===== config.mk =====
export PLATFORM = sky130hd
export DESIGN_NAME = usb_xfer_retry_seq
export DESIGN_NICKNAME = d
export VERILOG_FILES = /design/src/rtl/usb_xfer_pkg.sv /design/src/rtl/usb_xfer_code.sv /design/src/rtl/usb_try_ctr.sv /design/src/rtl/usb_reg_port.sv /design/src/rtl/usb_xfer_retry_seq.sv
export SDC_FILE = /design/constraint.sdc
export NUM_CORES = 1
export LEC_CHECK = 0
export ABC_AREA = 1
export CORE_UTILIZATION = 54
export DETAILED_ROUTE_END_ITERATION = 7
export DONT_BUFFER_PORTS = 1
export GPL_TIMING_DRIVEN = 0
export PLACE_DENSITY_LB_ADDON = 0.12
export SYNTH_ARGS = -nofsm -noshare
export SYNTH_HDL_FRONTEND = slang
export SYNTH_SLANG_ARGS = --single-unit

===== constraint.sdc =====
create_clock -name clk -period 1.6 [get_ports clk]
set_clock_uncertainty 0.1 [all_clocks]
set_input_delay 0.16 -clock clk [delete_from_list [all_inputs] [get_ports clk]]
set_output_delay 0.16 -clock clk [all_outputs]
set_load 0.02 [all_outputs]

===== src/rtl/usb_xfer_pkg.sv =====
// Package: shared types and controller register map for the transfer
// retry sequencer. Assumes an 8-bit register file with 5-bit addresses.
package usb_xfer_pkg;

    typedef logic [7:0] byte_t;

    typedef enum logic [1:0] {
        XK_SETUP = 2'd0,
        XK_IN    = 2'd1,
        XK_OUT   = 2'd2,
        XK_HS    = 2'd3
    } xfer_kind_t;

    typedef enum logic [2:0] {
        S_IDLE,
        S_ADDR,
        S_TOG,
        S_XFER,
        S_POLL,
        S_CHECK,
        S_RES,
        S_DECIDE
    } seq_state_t;

    localparam int RA_IRQ    = 25;
    localparam int RA_DEVADR = 28;
    localparam int RA_HOSTCT = 29;
    localparam int RA_XFER   = 30;
    localparam int RA_RESULT = 31;

    localparam int BIT_DONE  = 7;
    localparam int BIT_SNDAV = 3;
    localparam int BIT_RCVAV = 2;
    localparam int BIT_TOGRD = 5;

    localparam byte_t TOG_DATA1 = 8'h80;
    localparam byte_t TOG_DATA0 = 8'h40;

endpackage


===== src/rtl/usb_xfer_code.sv =====
// Module: builds the transfer-type byte for the launching write from
// the captured transfer kind, handshake direction and endpoint.
// Purely combinational; assumes the endpoint fits in the low nibble.
module usb_xfer_code
    import usb_xfer_pkg::*;
(
    input  xfer_kind_t kind,
    input  logic       hs_out,
    input  logic [3:0] endpoint,
    output byte_t      code
);

    // Map each kind to its transfer byte.
    always_comb begin
        case (kind)
            XK_SETUP: code = 8'h10;
            XK_IN:    code = {4'h0, endpoint};
            XK_OUT:   code = {4'h2, endpoint};
            default:  code = hs_out ? 8'hA0 : 8'h80;
        endcase
    end

endmodule


===== src/rtl/usb_try_ctr.sv =====
// Module: attempt counter. Cleared at the start of a run, bumped on each
// retry; flags the final permitted attempt. Assumes MAX_TRY >= 1.
module usb_try_ctr #(
    parameter int MAX_TRY = 8
) (
    input  logic clk,
    input  logic rst_n,
    input  logic clr,
    input  logic bump,
    output logic last
);

    localparam int CW = (MAX_TRY < 2) ? 1 : $clog2(MAX_TRY + 1);

    logic [CW-1:0] cnt;

    // Count attempts already retried in this run.
    always_ff @(posedge clk) begin
        if (!rst_n)    cnt <= '0;
        else if (clr)  cnt <= '0;
        else if (bump) cnt <= cnt + 1'b1;
    end

    // Final attempt when the retried count reaches the budget minus one.
    assign last = (cnt == CW'(MAX_TRY - 1));

endmodule


===== src/rtl/usb_reg_port.sv =====
// Module: single-outstanding register request port. Takes an issue
// strobe while idle, holds the request until accepted, then waits for the
// response and returns it with a one-cycle registered acknowledge.
module usb_reg_port
    import usb_xfer_pkg::*;
#(
    parameter int AW = 5
) (
    input  logic          clk,
    input  logic          rst_n,
    input  logic          issue,
    input  logic          iss_write,
    input  logic [AW-1:0] iss_addr,
    input  byte_t         iss_data,
    output logic          idle,
    output logic          ack,
    output byte_t         ack_status,
    output byte_t         ack_rdata,
    output logic          req_valid,
    input  logic          req_ready,
    output logic          req_write,
    output logic [AW-1:0] req_addr,
    output byte_t         req_wdata,
    input  logic          rsp_valid,
    input  byte_t         rsp_status,
    input  byte_t         rsp_rdata
);

    typedef enum logic [1:0] {P_IDLE, P_REQ, P_RSP} pst_t;

    pst_t pst;

    // Request/response handshake sequencing and capture.
    always_ff @(posedge clk) begin
        if (!rst_n) begin
            pst        <= P_IDLE;
            req_write  <= 1'b0;
            req_addr   <= '0;
            req_wdata  <= '0;
            ack        <= 1'b0;
            ack_status <= '0;
            ack_rdata  <= '0;
        end else begin
            ack <= 1'b0;
            case (pst)
                P_IDLE: if (issue) begin
                    req_write <= iss_write;
                    req_addr  <= iss_addr;
                    req_wdata <= iss_data;
                    pst       <= P_REQ;
                end
                P_REQ: if (req_ready) pst <= P_RSP;
                P_RSP: if (rsp_valid) begin
                    ack        <= 1'b1;
                    ack_status <= rsp_status;
                    ack_rdata  <= rsp_rdata;
                    pst        <= P_IDLE;
                end
                default: pst <= P_IDLE;
            endcase
        end
    end

    assign req_valid = (pst == P_REQ);
    assign idle      = (pst == P_IDLE);

endmodule


===== src/rtl/usb_xfer_retry_seq.sv =====
// Module: transfer retry sequencer top. Writes the device address and an
// optional toggle preset, launches the transfer, polls for completion,
// reads the result code and retries up to MAX_TRY attempts.
// Assumes the controller answers every request exactly once.
module usb_xfer_retry_seq
    import usb_xfer_pkg::*;
#(
    parameter int MAX_TRY = 8,
    parameter int REG_AW  = 5
) (
    input  logic              clk,
    input  logic              rst_n,
    input  logic              start,
    input  logic [1:0]        kind,
    input  logic              hs_out,
    input  logic [3:0]        endpoint,
    input  logic [6:0]        dev_addr,
    input  logic              tog_load,
    input  logic              tog_val,
    output logic              busy,
    output logic              done,
    output logic              fail,
    output logic [3:0]        result,
    output logic [7:0]        irq_last,
    output logic              tog_out,
    output logic              req_valid,
    input  logic              req_ready,
    output logic              req_write,
    output logic [REG_AW-1:0] req_addr,
    output logic [7:0]        req_wdata,
    input  logic              rsp_valid,
    input  logic [7:0]        rsp_status,
    input  logic [7:0]        rsp_rdata
);

    seq_state_t state;
    xfer_kind_t kind_q;
    logic       hs_q, tload_q, tval_q;
    logic [3:0] ep_q;
    logic [6:0] addr_q;
    logic       pending;

    logic              issue, cmd_state, p_idle, p_ack;
    logic              c_write;
    logic [REG_AW-1:0] c_addr;
    byte_t             c_data, xcode, a_status, a_rdata;
    logic              try_clr, try_bump, try_last, skip_res, accept;

    usb_xfer_code u_code (
        .kind     (kind_q),
        .hs_out   (hs_q),
        .endpoint (ep_q),
        .code     (xcode)
    );

    usb_try_ctr #(.MAX_TRY(MAX_TRY)) u_try (
        .clk   (clk),
        .rst_n (rst_n),
        .clr   (try_clr),
        .bump  (try_bump),
        .last  (try_last)
    );

    usb_reg_port #(.AW(REG_AW)) u_port (
        .clk        (clk),
        .rst_n      (rst_n),
        .issue      (issue),
        .iss_write  (c_write),
        .iss_addr   (c_addr),
        .iss_data   (c_data),
        .idle       (p_idle),
        .ack        (p_ack),
        .ack_status (a_status),
        .ack_rdata  (a_rdata),
        .req_valid  (req_valid),
        .req_ready  (req_ready),
        .req_write  (req_write),
        .req_addr   (req_addr),
        .req_wdata  (req_wdata),
        .rsp_valid  (rsp_valid),
        .rsp_status (rsp_status),
        .rsp_rdata  (rsp_rdata)
    );

    // Select the register command that belongs to the current state.
    always_comb begin
        c_write   = 1'b0;
        c_addr    = '0;
        c_data    = '0;
        cmd_state = 1'b1;
        case (state)
            S_ADDR: begin
                c_write = 1'b1;
                c_addr  = REG_AW'(RA_DEVADR);
                c_data  = {1'b0, addr_q};
            end
            S_TOG: begin
                c_write = 1'b1;
                c_addr  = REG_AW'(RA_HOSTCT);
                c_data  = tval_q ? TOG_DATA1 : TOG_DATA0;
            end
            S_XFER: begin
                c_write = 1'b1;
                c_addr  = REG_AW'(RA_XFER);
                c_data  = xcode;
            end
            S_POLL:  c_addr = REG_AW'(RA_IRQ);
            S_RES:   c_addr = REG_AW'(RA_RESULT);
            default: cmd_state = 1'b0;
        endcase
    end

    assign issue    = cmd_state && p_idle && !pending;
    assign accept   = (state == S_IDLE) && start;
    assign try_clr  = accept;
    assign try_bump = (state == S_DECIDE) && (result != 4'd0) && !try_last;
    assign busy     = (state != S_IDLE);

    // Buffer-flag test that lets an OUT or IN attempt skip the result read.
    always_comb begin
        case (kind_q)
            XK_OUT:  skip_res = !irq_last[BIT_SNDAV];
            XK_IN:   skip_res = !irq_last[BIT_RCVAV];
            default: skip_res = 1'b0;
        endcase
    end

    // Track whether a command has been issued and not yet answered.
    always_ff @(posedge clk) begin
        if (!rst_n)     pending <= 1'b0;
        else if (issue) pending <= 1'b1;
        else if (p_ack) pending <= 1'b0;
    end

    // Main sequencing: capture at start, walk the states, update outputs.
    always_ff @(posedge clk) begin
        if (!rst_n) begin
            state    <= S_IDLE;
            kind_q   <= XK_SETUP;
            hs_q     <= 1'b0;
            ep_q     <= '0;
            addr_q   <= '0;
            tload_q  <= 1'b0;
            tval_q   <= 1'b0;
            done     <= 1'b0;
            fail     <= 1'b0;
            result   <= '0;
            irq_last <= '0;
            tog_out  <= 1'b0;
        end else begin
            done <= 1'b0;
            case (state)
                S_IDLE: if (accept) begin
                    kind_q   <= xfer_kind_t'(kind);
                    hs_q     <= hs_out;
                    ep_q     <= endpoint;
                    addr_q   <= dev_addr;
                    tload_q  <= tog_load;
                    tval_q   <= tog_val;
                    fail     <= 1'b0;
                    result   <= '0;
                    irq_last <= '0;
                    tog_out  <= 1'b0;
                    state    <= S_ADDR;
                end
                S_ADDR: if (p_ack) state <= tload_q ? S_TOG : S_XFER;
                S_TOG:  if (p_ack) state <= S_XFER;
                S_XFER: if (p_ack) begin
                    irq_last <= a_status;
                    state    <= a_status[BIT_DONE] ? S_CHECK : S_POLL;
                end
                S_POLL: if (p_ack) begin
                    irq_last <= a_rdata;
                    if (a_rdata[BIT_DONE]) state <= S_CHECK;
                end
                S_CHECK: state <= skip_res ? S_DECIDE : S_RES;
                S_RES: if (p_ack) begin
                    result  <= a_rdata[3:0];
                    tog_out <= a_rdata[BIT_TOGRD];
                    state   <= S_DECIDE;
                end
                S_DECIDE: begin
                    if (result == 4'd0) begin
                        done  <= 1'b1;
                        state <= S_IDLE;
                    end else if (try_last) begin
                        done  <= 1'b1;
                        fail  <= 1'b1;
                        state <= S_IDLE;
                    end else begin
                        state <= S_XFER;
                    end
                end
                default: state <= S_IDLE;
            endcase
        end
    end

endmodule


==> results.cfg, run 1 <==
[cells_and_area]
nets = 534
register_area_sq_um = 1430
layout_commonest_cell = nand2_1
n_antenna_cell = 0
fillers = 446
post-route-util_pct = 72.3
multi_input_area_sq_um = 1440
finalNonFillerCells = 569
layout_common_cells = nand2_1, dfxtp_1, a21oi_1
final_layout_size_suffix_gt1_share_pct = 14.1
area_delta_synth_final_pct = 28.4

[setup_path]
worstSetupPathType = reg -> reg
crit_fanout = 10
worstPathArrival_ns = 1.73
worstSetupEndpointType = flop
critPathLaunchType = flop
required_ns = 1.73

[yosys]
synth_area_sq_um = 3100
muxShareOfSynthArea_pct = 0
synthAdderAreaFrac_pct = 2.02
ys_warn_count = 0
syn_nets = 474
avgSynthCellArea_sq_um = 7.18
synth_cell_types = 25
ys_ff_latch = 71
synth_xor_area_share_pct = 0.565
yosysSeqAreaShare_pct = 45.8
synth_compound_area_share_pct = 18.1
synth_top_family_by_area = simple AND/OR/NAND/NOR gates
synthSimpleGateAreaFrac_pct = 23.4
synth_cells = 432

[timing]
finalCritPeriodShare_pct = 100
tns_ns = -0.00137
relSlewSlack_pct = 58.0
fin_crit_ns = 1.60
setup_viol = 1
setup_slack_ns = -0.00137
finalHoldViolCount = 0
max_freq_ghz = 0.624
slew_viol_final = 0
tightest_slew_ns = 0.630

[grt]
grt_pass1_wl_um = 13200
antenna_found_initial = 0
grt_pass1_vias = 2765
grt.total_usage_pct = 28.4
grt_start_max_net_pins = 12
overflow = 0

[floorplan]
die_area_sq_um = 6050
die_h_um = 77.8
chipWidth_um = 77.8
boundaryPins = 68
start_util_pct = 56.3
coreArea_sq_um = 5510
std_cell_rows = 27

[clock_tree]
clk_pin_slew_worst_paths_ns = 0.07
numCtsBuffers = 9
cts_buffer_depth = 2
cts.sinks = 71
cts_tree = done
clk_latency_ns = 0.35
clock-root-buffer = clkbuf_8
htreeDepth = 3

[power]
switching_share_pct = 39.8
vdd_drop_max_mv = 0.887
netSwitchingPower_w = 0.00269
p_int_w = 0.00407
pwr-share-comb_pct = 39.9
power_leakage_nw = 1.59
cellPowerDensity_nw_per_um2 = 1700
finalPower_w = 0.00675
clockPowerShare_pct = 22.2
seqPwrFrac_pct = 37.9

[outcome]
outcome = finished, violations left
violations = setup timing

[run]
cap_viol_max_count = 0

[placement]
placedCellCount = 504
gp_congestion = 0.888
hpwl_um = 5200
dp_slack_ns = -0.151
port_buffers = 0

[route]
dr.first_iter.drc_count = 164
wirelength_um = 8300
vias_per_cell = 5.32
drcViolationCount = 0
antenna_left = 0
first_pass_iters = 4
wl_per_cell_um = 14.6
vias = 3028

[min_path]
timing.hold.worst.class = in -> reg
## what timing repair did
action / CTS / global route
hold buffers: 36 / 0
pin swaps: 1 / 8
gates cloned: 0 / 4
gates resized for setup: 10 / 35
hold endpoints to repair: 41 / 0
endpoints found under the setup margin: 37 / 44
setup buffers: 2 / 7
## cells by family (layout without fill, tap and decap cells)
family / after synthesis / after routing
DFF: 71 / 71
AOI/OAI and AO/OA: 108 / 108
adders and majority gates: 5 / 5
and+or+nand+nor: 171 / 171
xor gates and xnor gates: 2 / 2
buffers and inverters: 75 / 140
## registers in the layout, summed over array words and instances, names as in the netlist, 2 cells and up
| signal | cells |
|---|---|
| u_port.req_wdata | 8 |
| irq_last | 8 |
| u_port.ack_status | 8 |
| state | 3 |
| u_port.ack_rdata | 8 |
| ep_q | 4 |
| u_try.cnt | 4 |
| u_port.pst | 2 |
| kind_q | 2 |
| result | 4 |
| addr_q | 7 |
| u_port.req_addr | 4 |
## synth_stat cells, drive strengths merged
cell / number / area, sq um
a211oi: 1 / 7.51
nand4: 3 / 18.8
nand3: 19 / 105
nor2: 44 / 188
o22ai: 13 / 81.3
o21ai: 34 / 170
o211ai: 1 / 7.51
or2: 1 / 6.26
a21oi: 59 / 295
buf: 8 / 60.1
dfxtp: 71 / 1420
clkbuf: 10 / 37.5
clkinv: 1 / 3.75
nand3b: 1 / 7.51
nand2: 103 / 402
inv: 56 / 210
ha: 5 / 62.6
xor2: 2 / 17.5
## worst max-delay path, stage by stage, from the launching register on
cell,delay (ns)
dfxtp_2,0.32
buf_6,0.13
nor2_4,0.20
nand2_8,0.11
inv_6,0.09
nand2_4,0.06
buf_2,0.18
o21ai_0,0.21
a21oi_1,0.06
## final timing paths
| kind | startpoint | to | slack, ns | cells past startpoint |
|---|---|---|---|---|
| hold reg to reg | addr_q[5]$_SDFFE_PN0P_ | addr_q[5]$_SDFFE_PN0P_ | 0.35 | 2 |
| setup / recovery | state[1]$_SDFFE_PN0P_ | tload_q$_SDFFE_PN0P_ | -0.001 | 8 |
| hold / removal | start | u_try.cnt[1]$_SDFFE_PP0P_ | 0.01 | 3 |
| setup reg to reg | state[1]$_SDFFE_PN0P_ | tload_q$_SDFFE_PN0P_ | -0.001 | 8 |
## power by group through the flow
| stage | logic [W] | registers [W] | clock network [W] |
|---|---|---|---|
| final | 0.00269 | 0.00256 | 0.00150 |
| after detailed placement | 0.00199 | 0.00258 | 0 |
| after global placement | 0.00196 | 0.00257 | 0 |
| after floorplan | 0.00162 | 0.00252 | 0 |
| after CTS | 0.00217 | 0.00254 | 0.00152 |
| after global routing | 0.00299 | 0.00260 | 0.00158 |
## per-stage QoR
stage,instance area (sq um),hold slack (ns)
6_report,3980,0.0102
3_3_place_gp,3190,0.220
2_1_floorplan,3100,0.205
4_1_cts,3800,0.0624
5_1_grt,3980,0.0333
3_5_place_dp,3190,0.229
## layout make-up
type / count / area share (%)
Sequential cell: 71 / 35.9
Clock buffer: 13 / 4.24
Inverter: 57 / 5.88
Timing Repair Buffer: 49 / 11.5
Clock inverter: 3 / 1.01
Buffer: 18 / 2.95
Multi-Input combinational cell: 286 / 36.3
Tap cell: 72 / 2.26
## layer usage
metal	GRT usage [%]	part of all wire, %
met5	0	0
met4	14.0	1.6
met3	8.71	7.0
met2	44.6	47
met1	35.1	45
Power figures use the tool's default switching activity.
==> run 2: changes to the inputs <==
- CORE_MARGIN: not set -> 2
- REMOVE_ABC_BUFFERS: not set -> 1
==> results.cfg, run 2 (same netlist as run 1, synthesis figures left out) <==
[setup_path]
worstSetupPathType = reg -> reg
crit_end = u_port.req_wdata[0]$_SDFFE_PN0P_
rr_endpoint = u_port.req_wdata[0]$_SDFFE_PN0P_
reg2reg_setup_slack_ns = 0.10
crit_fanout = 4
required_ns = 1.70
reg2reg_depth = 7
worstSetupEndpointType = flop
r2r_start = kind_q[0]$_SDFFE_PN0P_
critPathLaunchType = flop
cp-startpoint = kind_q[0]$_SDFFE_PN0P_
worstPathArrival_ns = 1.60

[route]
dr.first_iter.drc_count = 173
route.top_layer_used = met4
vias_per_cell = 5.23
wirelength_um = 6860
wl_per_cell_um = 13.4
drcViolationCount = 0
first_pass_iters = 5
wl_met2_um = 3230
dr_wl_met3_um = 564
vias = 2668
antenna_left = 0
wl_met1_um = 2990

[clock_tree]
clk_pin_slew_worst_paths_ns = 0.07
clock-root-buffer = clkbuf_8
cts_buffer_depth = 2
numCtsBuffers = 9
cts_tree = done
htreeDepth = 3
cts.sinks = 71
clk_latency_ns = 0.34

[cells_and_area]
layout_common_cells = nand2_1, dfxtp_1, a21oi_1
finalNonFillerCells = 510
n_antenna_cell = 0
nets = 478
final_layout_size_suffix_gt1_share_pct = 10.7
layout_commonest_cell = nand2_1
area_delta_synth_final_pct = 11.1
fillers = 570
stdcell_area_sq_um = 3440

[grt]
grt.total_usage_pct = 22.8
grt_pass1_wl_um = 11200
grt_pass1_vias = 2500
antenna_found_initial = 0
grt_start_max_net_pins = 42
overflow = 0

[timing]
slew_viol_final = 0
setup_viol = 0
fin_hold_ws_ns = -0.165
grt_setup_unrepaired = yes
setup_slack_ns = 0.104
finalHoldViolCount = 48
tightest_slew_ns = 0.783
relSlewSlack_pct = 47.5
finalCritPeriodShare_pct = 93.5
tns_ns = 0
fin_crit_ns = 1.50
max_freq_ghz = 0.669

[floorplan]
chipWidth_um = 79.8
die_h_um = 79.8
die_area_sq_um = 6370
std_cell_rows = 27
coreArea_sq_um = 5540
boundaryPins = 68
start_util_pct = 56.0

[power]
vdd_drop_max_mv = 0.967
cellPowerDensity_nw_per_um2 = 1720
power_leakage_nw = 1.35

[min_path]
timing.hold.worst.class = in -> reg

[placement]
dp_slack_ns = -0.859
placedCellCount = 486
place_area_sq_um = 3090
gp_congestion = 0.880
port_buffers = 0
hpwl_um = 4510

[outcome]
outcome = finished, violations left
violations = hold timing

[run]
cap_viol_max_count = 0
[run 2: worst min path at each step]
stage / start / end / depth (start not counted)
finish: rst_n / irq_last[1]$_SDFFE_PN0P_ / 2
global route: rst_n / irq_last[1]$_SDFFE_PN0P_ / 2
CTS: rst_n / irq_last[1]$_SDFFE_PN0P_ / 2
detailed placement: rst_n / irq_last[1]$_SDFFE_PN0P_ / 2
global placement: rst_n / state[0]$_SDFFE_PN0P_ / 2
floorplan: rst_n / irq_last[0]$_SDFFE_PN0P_ / 2
[run 2: power by group]
| group | total, W | switching [W] | internal (W) |
|---|---|---|---|
| combinational | 0.00212 | 0.00138 | 0.000740 |
| clock | 0.00118 | 0.000605 | 0.000574 |
| sequential | 0.00262 | 0.000470 | 0.00215 |
| total | 0.00592 | 0.00245 | 0.00346 |
[run 2: routing by layer]
layer / track usage [%] / up-vias
met1: 28.2 / 1188
li1: - / 1395
met3: 6.67 / 5
met4: 9.66 / 0
met5: 0 / -
met2: 36.9 / 80
[run 2: cell type report]
cell class,instances,area [sq um],area share (%)
multi-input combinational,287,1440,41.9
sequential,71,1440,41.7
inverter,57,224,6.50
clock buffer,11,141,4.10
timing repair buffer,10,100,2.91
tap,72,90.1,2.62
clock inverter,2,10.0,0.291
[run 2: through the flow]
stage	util, %	total power, W
after floorplan	-	0.00398
after global placement	55.8	0.00435
after detailed placement	55.8	0.00439
after CTS	60.6	0.00572
after global routing	62.2	0.00639
final	62.2	0.00592
[run 2: what timing repair did]
action,in CTS,in global routing
setup buffers,2,3
cloned,0,1
hold buffers,4,1
pin swaps,1,3
hold endpoints to repair,50,48
endpoints found under the setup margin,65,63
resized for setup,11,18
[run 2: worst max-delay path, stage by stage (launching register included)]
cell	delay, ns
dfxtp_2	0.34
inv_1	0.07
ha_1	0.23
or2_2	0.33
nand2_1	0.07
o22ai_1	0.09
nand2_1	0.08
a21oi_1	0.05
==> run 3: changes to the inputs <==
- SKIP_LAST_GASP: not set -> 1
- clock period: 1.6 -> 1.3 ns (I/O delays scaled with it)
==> results.cfg, run 3 (same netlist as run 1, synthesis figures left out) <==
[outcome]
outcome = finished, violations left
violations = hold timing, setup timing

[clock_tree]
cts_buffer_depth = 2
htreeDepth = 3
numCtsBuffers = 9
cts.sinks = 71
clk_latency_ns = 0.34
clock-root-buffer = clkbuf_8
cts_tree = done
clk_pin_slew_worst_paths_ns = 0.07

[cells_and_area]
area_delta_synth_final_pct = 32.8
layout_commonest_cell = nand2_1
finalNonFillerCells = 533
nets = 501
multi_input_area_sq_um = 1890
post-route-util_pct = 74.4
layout_common_cells = nand2_1, dfxtp_1, inv_1
final_layout_size_suffix_gt1_share_pct = 32.5
register_area_sq_um = 1450
fillers = 435
n_antenna_cell = 0

[route]
wl_per_cell_um = 16.3
antenna_left = 0
first_pass_iters = 5
vias = 3000
vias_per_cell = 5.63
drcViolationCount = 0
wirelength_um = 8700
dr.first_iter.drc_count = 241

[grt]
grt_start_max_net_pins = 42
grt_pass1_wl_um = 12000
grt.total_usage_pct = 24.3
antenna_found_initial = 0
grt_pass1_vias = 2653
overflow = 0

[timing]
finalHoldViolCount = 44
finalCritPeriodShare_pct = 120
relSlewSlack_pct = 52.5
max_freq_ghz = 0.641
fin_crit_ns = 1.56
tns_ns = -8.73
tightest_slew_ns = 0.710
setup_slack_ns = -0.259
fin_hold_ws_ns = -0.209
slew_viol_final = 0
grt_setup_unrepaired = yes
setup_viol = 52

[power]
netSwitchingPower_w = 0.00393
clockPowerShare_pct = 16.5
power_leakage_nw = 1.54
pwr-share-comb_pct = 46.4
vdd_drop_max_mv = 1.73
switching_share_pct = 44.4
p_int_w = 0.00492
cellPowerDensity_nw_per_um2 = 2150
seqPwrFrac_pct = 37.1

[setup_path]
r2r_start = state[1]$_SDFFE_PN0P_
worstSetupPathType = reg -> reg
worstSetupEndpointType = flop
required_ns = 1.40
critPathLaunchType = flop
reg2reg_setup_slack_ns = -0.26
cp-startpoint = state[1]$_SDFFE_PN0P_
worstPathArrival_ns = 1.66
crit_fanout = 8

[floorplan]
chipWidth_um = 79.8
boundaryPins = 68
die_h_um = 79.8
start_util_pct = 56.0
coreArea_sq_um = 5540
std_cell_rows = 27
die_area_sq_um = 6370

[run]
cap_viol_max_count = 0

[min_path]
timing.hold.worst.class = in -> reg
worstHoldStart = rst_n

[placement]
hpwl_um = 4510
port_buffers = 0
gp_congestion = 0.880
dp_slack_ns = -1.16
placedCellCount = 486
-- run 3: critical path: stages (launching register included) --
cell     delay [ns]
dfxtp_4        0.39
nor2_4         0.23
nand2_4        0.16
inv_8          0.12
nand2_8        0.12
nand2_4        0.10
inv_4          0.05
nand2_1        0.06
a21oi_1        0.07
-- run 3: path summary, 6_finish.rpt --
kind                                       endpoint  cells after the start
hold reg to reg   u_port.ack_status[1]$_SDFFE_PN0P_                      2
setup reg to reg             result[0]$_SDFFE_PN0P_                      8
setup / recovery             result[0]$_SDFFE_PN0P_                      8
hold / removal               kind_q[1]$_SDFFE_PN0P_                      2
-- run 3: power by group through the flow --
stage	combinational (W)	clock (W)	sequential, W
global route	0.00447	0.00158	0.00333
detailed placement	0.00216	0	0.00324
CTS	0.00311	0.00146	0.00322
global placement	0.00213	0	0.00322
floorplan	0.00174	0	0.00315
finish	0.00411	0.00146	0.00328
-- run 3: repair_timing --
action	in CTS	in global routing
resized for setup	73	101
pin swaps	7	28
hold endpoints to repair	51	49
setup endpoints to repair	72	69
buffers inserted	11	10
hold buffers	7	1
gates cloned	4	2
-- run 3: layer usage --
metal | wire length (um) | GRT usage [%] | vias to the layer above | part of all wire, %
li1 | - | - | 1453 | -
met3 | 826 | 6.79 | 30 | 9.5
met1 | 3410 | 30.6 | 1386 | 39
met4 | 327 | 11.7 | 0 | 3.8
met2 | 4140 | 38.3 | 131 | 48
met5 | 0 | 0 | - | 0
-- run 3: layout make-up --
cell class              count  share of cell area, %
clock buffers              11                   3.43
clock inverters             2                  0.243
inverters                  57                   6.19
multi-input cells         291                   45.9
flip-flops and latches     71                   35.1
well taps                  72                   2.19
repair buffers             28                   6.65
repair inverters            1                  0.273
-- run 3: per-stage QoR --
step / power [W] / cell area, sq um
floorplan: 0.00489 / 3000
global placement: 0.00536 / 3090
detailed placement: 0.00540 / 3090
CTS: 0.00779 / 3660
global route: 0.00938 / 4120
finish: 0.00886 / 4120
